===== src/rtl/alseq_pkg.sv =====
package alseq_pkg;

   typedef enum logic [1:0] {
      OP_WRITE = 2'b00,
      OP_BULK  = 2'b01,
      OP_CLEAR = 2'b10,
      OP_NOP   = 2'b11
   } alseq_op_e;

   typedef enum logic [2:0] {
      ST_IDLE,
      ST_SETUP,
      ST_STROBE,
      ST_HOLD,
      ST_CLR
   } alseq_st_e;

   function automatic int ns_to_cyc(input int ns, input int period_ns);
      return (ns + period_ns - 1) / period_ns;
   endfunction

   function automatic int max4(input int a, input int b, input int c, input int d);
      int m;
      m = a;
      if (b > m) m = b;
      if (c > m) m = c;
      if (d > m) m = d;
      return m;
   endfunction

endpackage


===== src/rtl/alseq_gray.sv =====
module alseq_gray #(
   parameter int AW = 3
) (
   input  logic [AW-1:0] step_i,
   output logic [AW-1:0] code_o
);
   // reflected-binary code of the step index
   assign code_o = step_i ^ (step_i >> 1);
endmodule


===== src/rtl/alseq_timer.sv =====
module alseq_timer #(
   parameter int CW = 8
) (
   input  logic          clk,
   input  logic          rst_n,
   input  logic          load_i,
   input  logic [CW-1:0] load_val_i,
   output logic          done_o
);
   logic [CW-1:0] cnt_q;

   always_ff @(posedge clk or negedge rst_n) begin
      if (!rst_n)
         cnt_q <= '0;
      else if (load_i)
         cnt_q <= load_val_i;
      else if (cnt_q != '0)
         cnt_q <= cnt_q - 1'b1;
   end

   assign done_o = (cnt_q == '0);
endmodule


===== src/rtl/alseq_top.sv =====
module alseq_top
   import alseq_pkg::*;
#(
   parameter int NCH       = 8,
   parameter int CLK_NS    = 4,
   parameter int SETUP_NS  = 400,
   parameter int HOLD_NS   = 50,
   parameter int SEL_NS    = 500,
   parameter int CLR_NS    = 500,
   parameter int SETUP_CYC = ns_to_cyc(SETUP_NS, CLK_NS),
   parameter int HOLD_CYC  = ns_to_cyc(HOLD_NS, CLK_NS),
   parameter int SEL_CYC   = ns_to_cyc(SEL_NS, CLK_NS),
   parameter int CLR_CYC   = ns_to_cyc(CLR_NS, CLK_NS)
) (
   input  logic       clk,
   input  logic       rst_n,
   input  logic       cmd_valid,
   output logic       cmd_ready,
   input  logic [1:0] cmd_op,
   input  logic [2:0] cmd_chan,
   input  logic       cmd_val,
   output logic [2:0] lat_addr,
   output logic       lat_data,
   output logic       lat_sel_n,
   output logic       lat_clr_n
);
   localparam int AW     = $clog2(NCH);
   localparam int MAXCYC = max4(SETUP_CYC, HOLD_CYC, SEL_CYC, CLR_CYC);
   localparam int CW     = $clog2(MAXCYC + 1);
   localparam logic [AW-1:0] LAST_STEP = AW'(NCH - 1);

   // elaboration-time parameter checks
   if (NCH < 2 || (NCH & (NCH - 1)) != 0) begin : g_bad_nch
      $error("NCH must be a power of two of at least 2");
   end
   if (AW != 3) begin : g_bad_aw
      $error("port widths are fixed for eight channels");
   end
   if (SETUP_CYC < 1 || HOLD_CYC < 1 || SEL_CYC < 1 || CLR_CYC < 1) begin : g_bad_cyc
      $error("every timing window needs at least one cycle");
   end

   alseq_st_e     state_q;
   logic          bulk_q;
   logic [AW-1:0] step_q;
   logic [AW-1:0] addr_q;
   logic          data_q;
   logic          sel_n_q;
   logic          clr_n_q;

   logic          accept;
   logic          tmr_ld;
   logic [CW-1:0] tmr_val;
   logic          tmr_done;
   logic [AW-1:0] step_nx;
   logic [AW-1:0] code_nx;
   logic          walk_more;

   assign cmd_ready = (state_q == ST_IDLE);
   assign accept    = cmd_valid && cmd_ready;
   assign step_nx   = step_q + 1'b1;
   assign walk_more = bulk_q && (step_q != LAST_STEP);

   alseq_gray #(.AW(AW)) gray_i (
      .step_i (step_nx),
      .code_o (code_nx)
   );

   alseq_timer #(.CW(CW)) tmr_i (
      .clk        (clk),
      .rst_n      (rst_n),
      .load_i     (tmr_ld),
      .load_val_i (tmr_val),
      .done_o     (tmr_done)
   );

   always_comb begin
      tmr_ld  = 1'b0;
      tmr_val = '0;
      unique case (state_q)
         ST_IDLE: begin
            if (accept) begin
               if (cmd_op == OP_WRITE || cmd_op == OP_BULK) begin
                  tmr_ld  = 1'b1;
                  tmr_val = CW'(SETUP_CYC - 1);
               end else if (cmd_op == OP_CLEAR) begin
                  tmr_ld  = 1'b1;
                  tmr_val = CW'(CLR_CYC - 1);
               end
            end
         end
         ST_SETUP: begin
            if (tmr_done) begin
               tmr_ld  = 1'b1;
               tmr_val = CW'(SEL_CYC - 1);
            end
         end
         ST_STROBE: begin
            if (tmr_done) begin
               tmr_ld  = 1'b1;
               tmr_val = walk_more ? CW'(SEL_CYC - 1) : CW'(HOLD_CYC - 1);
            end
         end
         default: ;
      endcase
   end

   always_ff @(posedge clk or negedge rst_n) begin
      if (!rst_n) begin
         state_q <= ST_IDLE;
         bulk_q  <= 1'b0;
         step_q  <= '0;
         addr_q  <= '0;
         data_q  <= 1'b0;
         sel_n_q <= 1'b1;
         clr_n_q <= 1'b1;
      end else begin
         unique case (state_q)
            ST_IDLE: begin
               if (accept) begin
                  unique case (cmd_op)
                     OP_WRITE: begin
                        bulk_q  <= 1'b0;
                        addr_q  <= cmd_chan;
                        data_q  <= cmd_val;
                        state_q <= ST_SETUP;
                     end
                     OP_BULK: begin
                        bulk_q  <= 1'b1;
                        step_q  <= '0;
                        addr_q  <= '0;
                        data_q  <= cmd_val;
                        state_q <= ST_SETUP;
                     end
                     OP_CLEAR: begin
                        clr_n_q <= 1'b0;
                        state_q <= ST_CLR;
                     end
                     default: ;
                  endcase
               end
            end
            ST_SETUP: begin
               if (tmr_done) begin
                  sel_n_q <= 1'b0;
                  state_q <= ST_STROBE;
               end
            end
            ST_STROBE: begin
               if (tmr_done) begin
                  if (walk_more) begin
                     step_q <= step_nx;
                     addr_q <= code_nx;
                  end else begin
                     sel_n_q <= 1'b1;
                     state_q <= ST_HOLD;
                  end
               end
            end
            ST_HOLD: begin
               if (tmr_done) state_q <= ST_IDLE;
            end
            ST_CLR: begin
               if (tmr_done) begin
                  clr_n_q <= 1'b1;
                  state_q <= ST_IDLE;
               end
            end
            default: state_q <= ST_IDLE;
         endcase
      end
   end

   assign lat_addr  = addr_q;
   assign lat_data  = data_q;
   assign lat_sel_n = sel_n_q;
   assign lat_clr_n = clr_n_q;

   // both latch control lines idle whenever the handshake is open
   a_r1_idle_lines: assert property (@(posedge clk) disable iff (!rst_n)
      cmd_ready |-> (lat_sel_n && lat_clr_n));

   // address and data are already settled when the strobe falls
   a_r3_setup_stable: assert property (@(posedge clk) disable iff (!rst_n)
      $fell(lat_sel_n) |-> ($stable(lat_addr) && $stable(lat_data)));

   // address and data do not move on the strobe's rising edge
   a_r4_hold_stable: assert property (@(posedge clk) disable iff (!rst_n)
      $rose(lat_sel_n) |-> ($stable(lat_addr) && $stable(lat_data) && !cmd_ready));

   // data level is constant while the strobe is low
   a_r5_data_steady: assert property (@(posedge clk) disable iff (!rst_n)
      (!lat_sel_n && !$past(lat_sel_n)) |-> $stable(lat_data));

   // one address bit at most changes during a continuous strobe
   a_r6_one_bit_step: assert property (@(posedge clk) disable iff (!rst_n)
      (!lat_sel_n && !$past(lat_sel_n)) |-> ($countones(lat_addr ^ $past(lat_addr)) <= 1));

   // clear and strobe never overlap
   a_r7_clr_excl_sel: assert property (@(posedge clk) disable iff (!rst_n)
      !lat_clr_n |-> lat_sel_n);

   // a command offered while busy leaves the control lines alone
   a_r9_busy_ignored: assert property (@(posedge clk) disable iff (!rst_n)
      (!cmd_ready && lat_clr_n && lat_sel_n && !$rose(lat_sel_n)) |=> lat_clr_n);

endmodule


===== config.mk =====
export PLATFORM = sky130hd
export DESIGN_NAME = alseq_top
export DESIGN_NICKNAME = d
export VERILOG_FILES = /design/src/rtl/alseq_pkg.sv /design/src/rtl/alseq_gray.sv /design/src/rtl/alseq_timer.sv /design/src/rtl/alseq_top.sv
export SDC_FILE = /design/constraint.sdc
export NUM_CORES = 1
export LEC_CHECK = 0
export ABC_CLOCK_PERIOD_IN_PS = 3000
export BUFFER_PORTS_ARGS = -buffer_cell sky130_fd_sc_hd__buf_4
export CAP_MARGIN = 20
export CORE_MARGIN = 2
export CORE_UTILIZATION = 45
export CTS_BUF_LIST = sky130_fd_sc_hd__clkbuf_8 sky130_fd_sc_hd__clkbuf_16
export DETAILED_ROUTE_END_ITERATION = 16
export HOLD_SLACK_MARGIN = 0.06
export PLACE_DENSITY = 0.63
export SLEW_MARGIN = 20
export SYNTH_ARGS = -nofsm -noshare
export SYNTH_HDL_FRONTEND = slang
export SYNTH_SLANG_ARGS = --single-unit

===== constraint.sdc =====
create_clock -name clk -period 3 [get_ports clk]
set_input_delay 0 -clock clk [delete_from_list [all_inputs] [get_ports clk]]
set_output_delay 0 -clock clk [all_outputs]
set_load 0.01 [all_outputs]

==> results.sh <==
export IMPL_status="finished, final reports clean"
export IMPL_first_pass_iters=4
export IMPL_post_dp_hpwl_um=1820
export IMPL_worstPathArrival_ns=2.28
export IMPL_finalCriticalPeriod_ns=2.12
export IMPL_top_usage_layer="met2"
export IMPL_nets=146
export IMPL_syn_inst=115
export IMPL_pwr_share_clk_pct=42.0
export IMPL_ys_seq_area_share_pct=43.7
export IMPL_gr_usage_met2_pct=33.5
export IMPL_tns_ns=0
export IMPL_post_synth_cell_area_avg_um2=10.0
export IMPL_max_freq_ghz=0.472
export IMPL_avgRoutedWirePerCell_um=14.9
export IMPL_grt_pass1_wl_um=4040
export IMPL_criticalPathCategory="register to register"
export IMPL_tightest_slew_ns=0.372
export IMPL_layout_area_overhead_vs_synth_pct=17.6
export IMPL_routabilityCongestion=0.831
export IMPL_core_area_um2=2450
export IMPL_rows=18
export IMPL_antennaDiodeCount=0
export IMPL_synth_fa_ha_area_share_pct=3.26
export IMPL_hold_slack_ns=0.104
export IMPL_num_io_pins=16
export IMPL_pwr_share_seq_pct=53.6
export IMPL_slew_headroom_pct=75.2
export IMPL_ys_types=39
export IMPL_cts_resized=0
export IMPL_peakVddDrop_v=0.000295
export IMPL_met3_usage_pct=3.28
export IMPL_critPathMaxFanout=5
export IMPL_async_flop_share_pct=100
export IMPL_drt_iter0_drc=10
export IMPL_utilization_pct=55.1
export IMPL_fin_crit_sh_pct=70.7
export IMPL_post_cts_buffers=0
export IMPL_clock_path_buffers=2
export IMPL_cts_buffers=3
export IMPL_leakagePower_uw=0.000576
export IMPL_htree_num_levels=1
export IMPL_maxCapViolations=0
export IMPL_rsz0062_at_grt="no"
export IMPL_combPwrFrac_pct=4.5
export IMPL_grt_met1_usage_pct=24.0
export IMPL_grt_start_max_net_pins=21
export IMPL_routed_wl_um=2430
export IMPL_report_final_slew_viol_count=0
export IMPL_drcViolationCount=0
export IMPL_switching_power_uw=105
export IMPL_clkLatencyLatePin_ns=0.27
export IMPL_synth_warnings=0
export IMPL_dpl_cell_count=157
export IMPL_synthMuxAreaShare_pct=4.79
export IMPL_final_area_um2=1350
export IMPL_antenna_found_initial=0
export IMPL_drive_above_1_share_pct=26.3
export IMPL_min_path_type="input pin to register"
export IMPL_cts_hold_buf=2
export IMPL_grt_overflow=0
export IMPL_die_h_um=54.6
export IMPL_regArea_um2=503
export IMPL_synth_simple_area_share_pct=26.9
export IMPL_start_kind="register"
export IMPL_ys_ff_latch=20
export IMPL_synth_compound_area_share_pct=13.2
export IMPL_synth_xor_area_share_pct=4.57
export IMPL_swShare_pct=20.9
export IMPL_grt_usage_pct=19.7
export IMPL_antenna_left=0
export IMPL_vias=938
export IMPL_netlist_area_um2=1150
export IMPL_multi_input_area_um2=606
export IMPL_fill_cells=214
export IMPL_die_w_um=54.6
export IMPL_synth_top_family_by_area="simple AND/OR/NAND/NOR gates"
export IMPL_cts_tree="built"
export IMPL_clk_pin_slew_ns=0.08
export IMPL_grt_pass1_vias=894
export IMPL_ys_flop_type="dfrtp_1"
export IMPL_critPathCaptureType="register"
export IMPL_clock_skew_ns=0.00420
export IMPL_final_cell_count_no_fill=163
export IMPL_hold_violations=0
export IMPL_cp_required_ns=3.16
export IMPL_placed_cell_area_um2=1280
export IMPL_port_buffers=15
export IMPL_setup_violations=0
export IMPL_viasPerCell=5.75
export IMPL_internal_power_uw=398
export IMPL_synth_nets=127
export IMPL_dieArea_um2=2980
export IMPL_power_density_nw_per_um2=372
export IMPL_start_util_pct=46.8
export IMPL_synth_edff_count=0
export IMPL_cts_sinks=20
export IMPL_clock_root_buffer="clkbuf_8"
## worst max-delay path: stages (launching register included)
cell and delay (ns):
dfrtp_1 0.43, ha_1 0.22, ha_1 0.20, nor4b_1 0.30, nand4_1 0.29, nand2_1 0.23, mux2_2 0.35
## cells by family after synthesis
family                   count (synthesis)
AO/OA/AOI/OAI                           21
XOR/XNOR                                 6
adder cells (fa/ha/maj)                  3
buffers and inverters                    8
flip-flops                              20
multiplexers                             5
AND/OR/NAND/NOR                         52
## flip-flops by register name, summed over array words and instances, names as in the netlist
register	cells
tmr_i.cnt_q	7
lat_addr	3
state_q	3
step_q	3
bulk_q	1
lat_clr_n	1
lat_data	1
lat_sel_n	1
## area by class of cell
cell class	count	area share (%)
flip-flops and latches	20	37.2
inverters	5	1.39
repair buffers	17	9.81
clock buffers	4	4.07
well taps	30	2.78
multi-input cells	87	44.8
## synthesized netlist by cell type, drive strengths merged (2+ instances only)
cell type | instances | area share [%]
nand2b | 3 | 1.6
o21ai | 7 | 3.0
a31o | 2 | 1.5
nor3 | 5 | 2.2
inv | 5 | 1.6
buf | 3 | 2.0
nor2 | 9 | 2.9
dfstp | 2 | 4.6
o221ai | 4 | 3.0
xnor2 | 4 | 3.0
nor4b | 3 | 4.1
nand3 | 5 | 2.2
xor2 | 2 | 1.5
nand2 | 14 | 4.6
mux2 | 4 | 3.9
ha | 3 | 3.3
o21a | 2 | 1.3
nor3b | 3 | 2.4
dfrtp | 18 | 39
## metrics by stage
stage | setup slack, ns | total power, uW
after CTS | 0.903 | 511
after global routing | 0.727 | 523
final | 0.880 | 503
after global placement | 1.04 | 295
after floorplan | 1.14 | 280
after detailed placement | 0.927 | 296
## layout by cell type, fill, tap and decap left out, drive strengths merged, types with 2 or more instances in the layout
cell type / netlist / layout
o221ai: 4 / 4
ha: 3 / 3
clkbuf: 0 / 4
inv: 5 / 5
o21ai: 7 / 7
xnor2: 4 / 4
xor2: 2 / 2
buf: 3 / 15
nor4b: 3 / 3
mux2: 4 / 4
dfstp: 2 / 2
a31o: 2 / 2
nor3b: 3 / 3
nand2b: 3 / 3
nor2: 9 / 9
o21a: 2 / 2
dfrtp: 18 / 18
dlygate4sd3: 0 / 2
nor3: 5 / 5
nand3: 5 / 5
nand2: 14 / 14
## worst paths after layout
kind                                        to         from  slack, ns  depth (start not counted)
worst max-delay path               lat_addr[0]    step_q[0]       0.88                          6
worst min-delay path               lat_addr[0]  cmd_chan[0]       0.10                          4
worst max register to register     lat_addr[0]    step_q[0]       0.88                          6
worst min register to register     lat_addr[0]  lat_addr[0]       0.51                          1
max in group asynchronous            lat_sel_n        rst_n       2.58                          2
min in group asynchronous       tmr_i.cnt_q[4]        rst_n       0.15                          2
## power by group through the flow
stage	logic (uW)	registers, uW	clock network, uW
CTS	23.1	269	218
finish	22.5	270	211
floorplan	5.10	275	0
detailed placement	21.0	275	0
global placement	20.1	275	0
global route	25.7	269	228
## metal layers
metal	vias up	part of all wire [%]
li1	452	-
met1	459	44
met2	22	50
met3	5	3.1
met4	0	2.4
met5	-	0
Power figures use the tool's default switching activity.
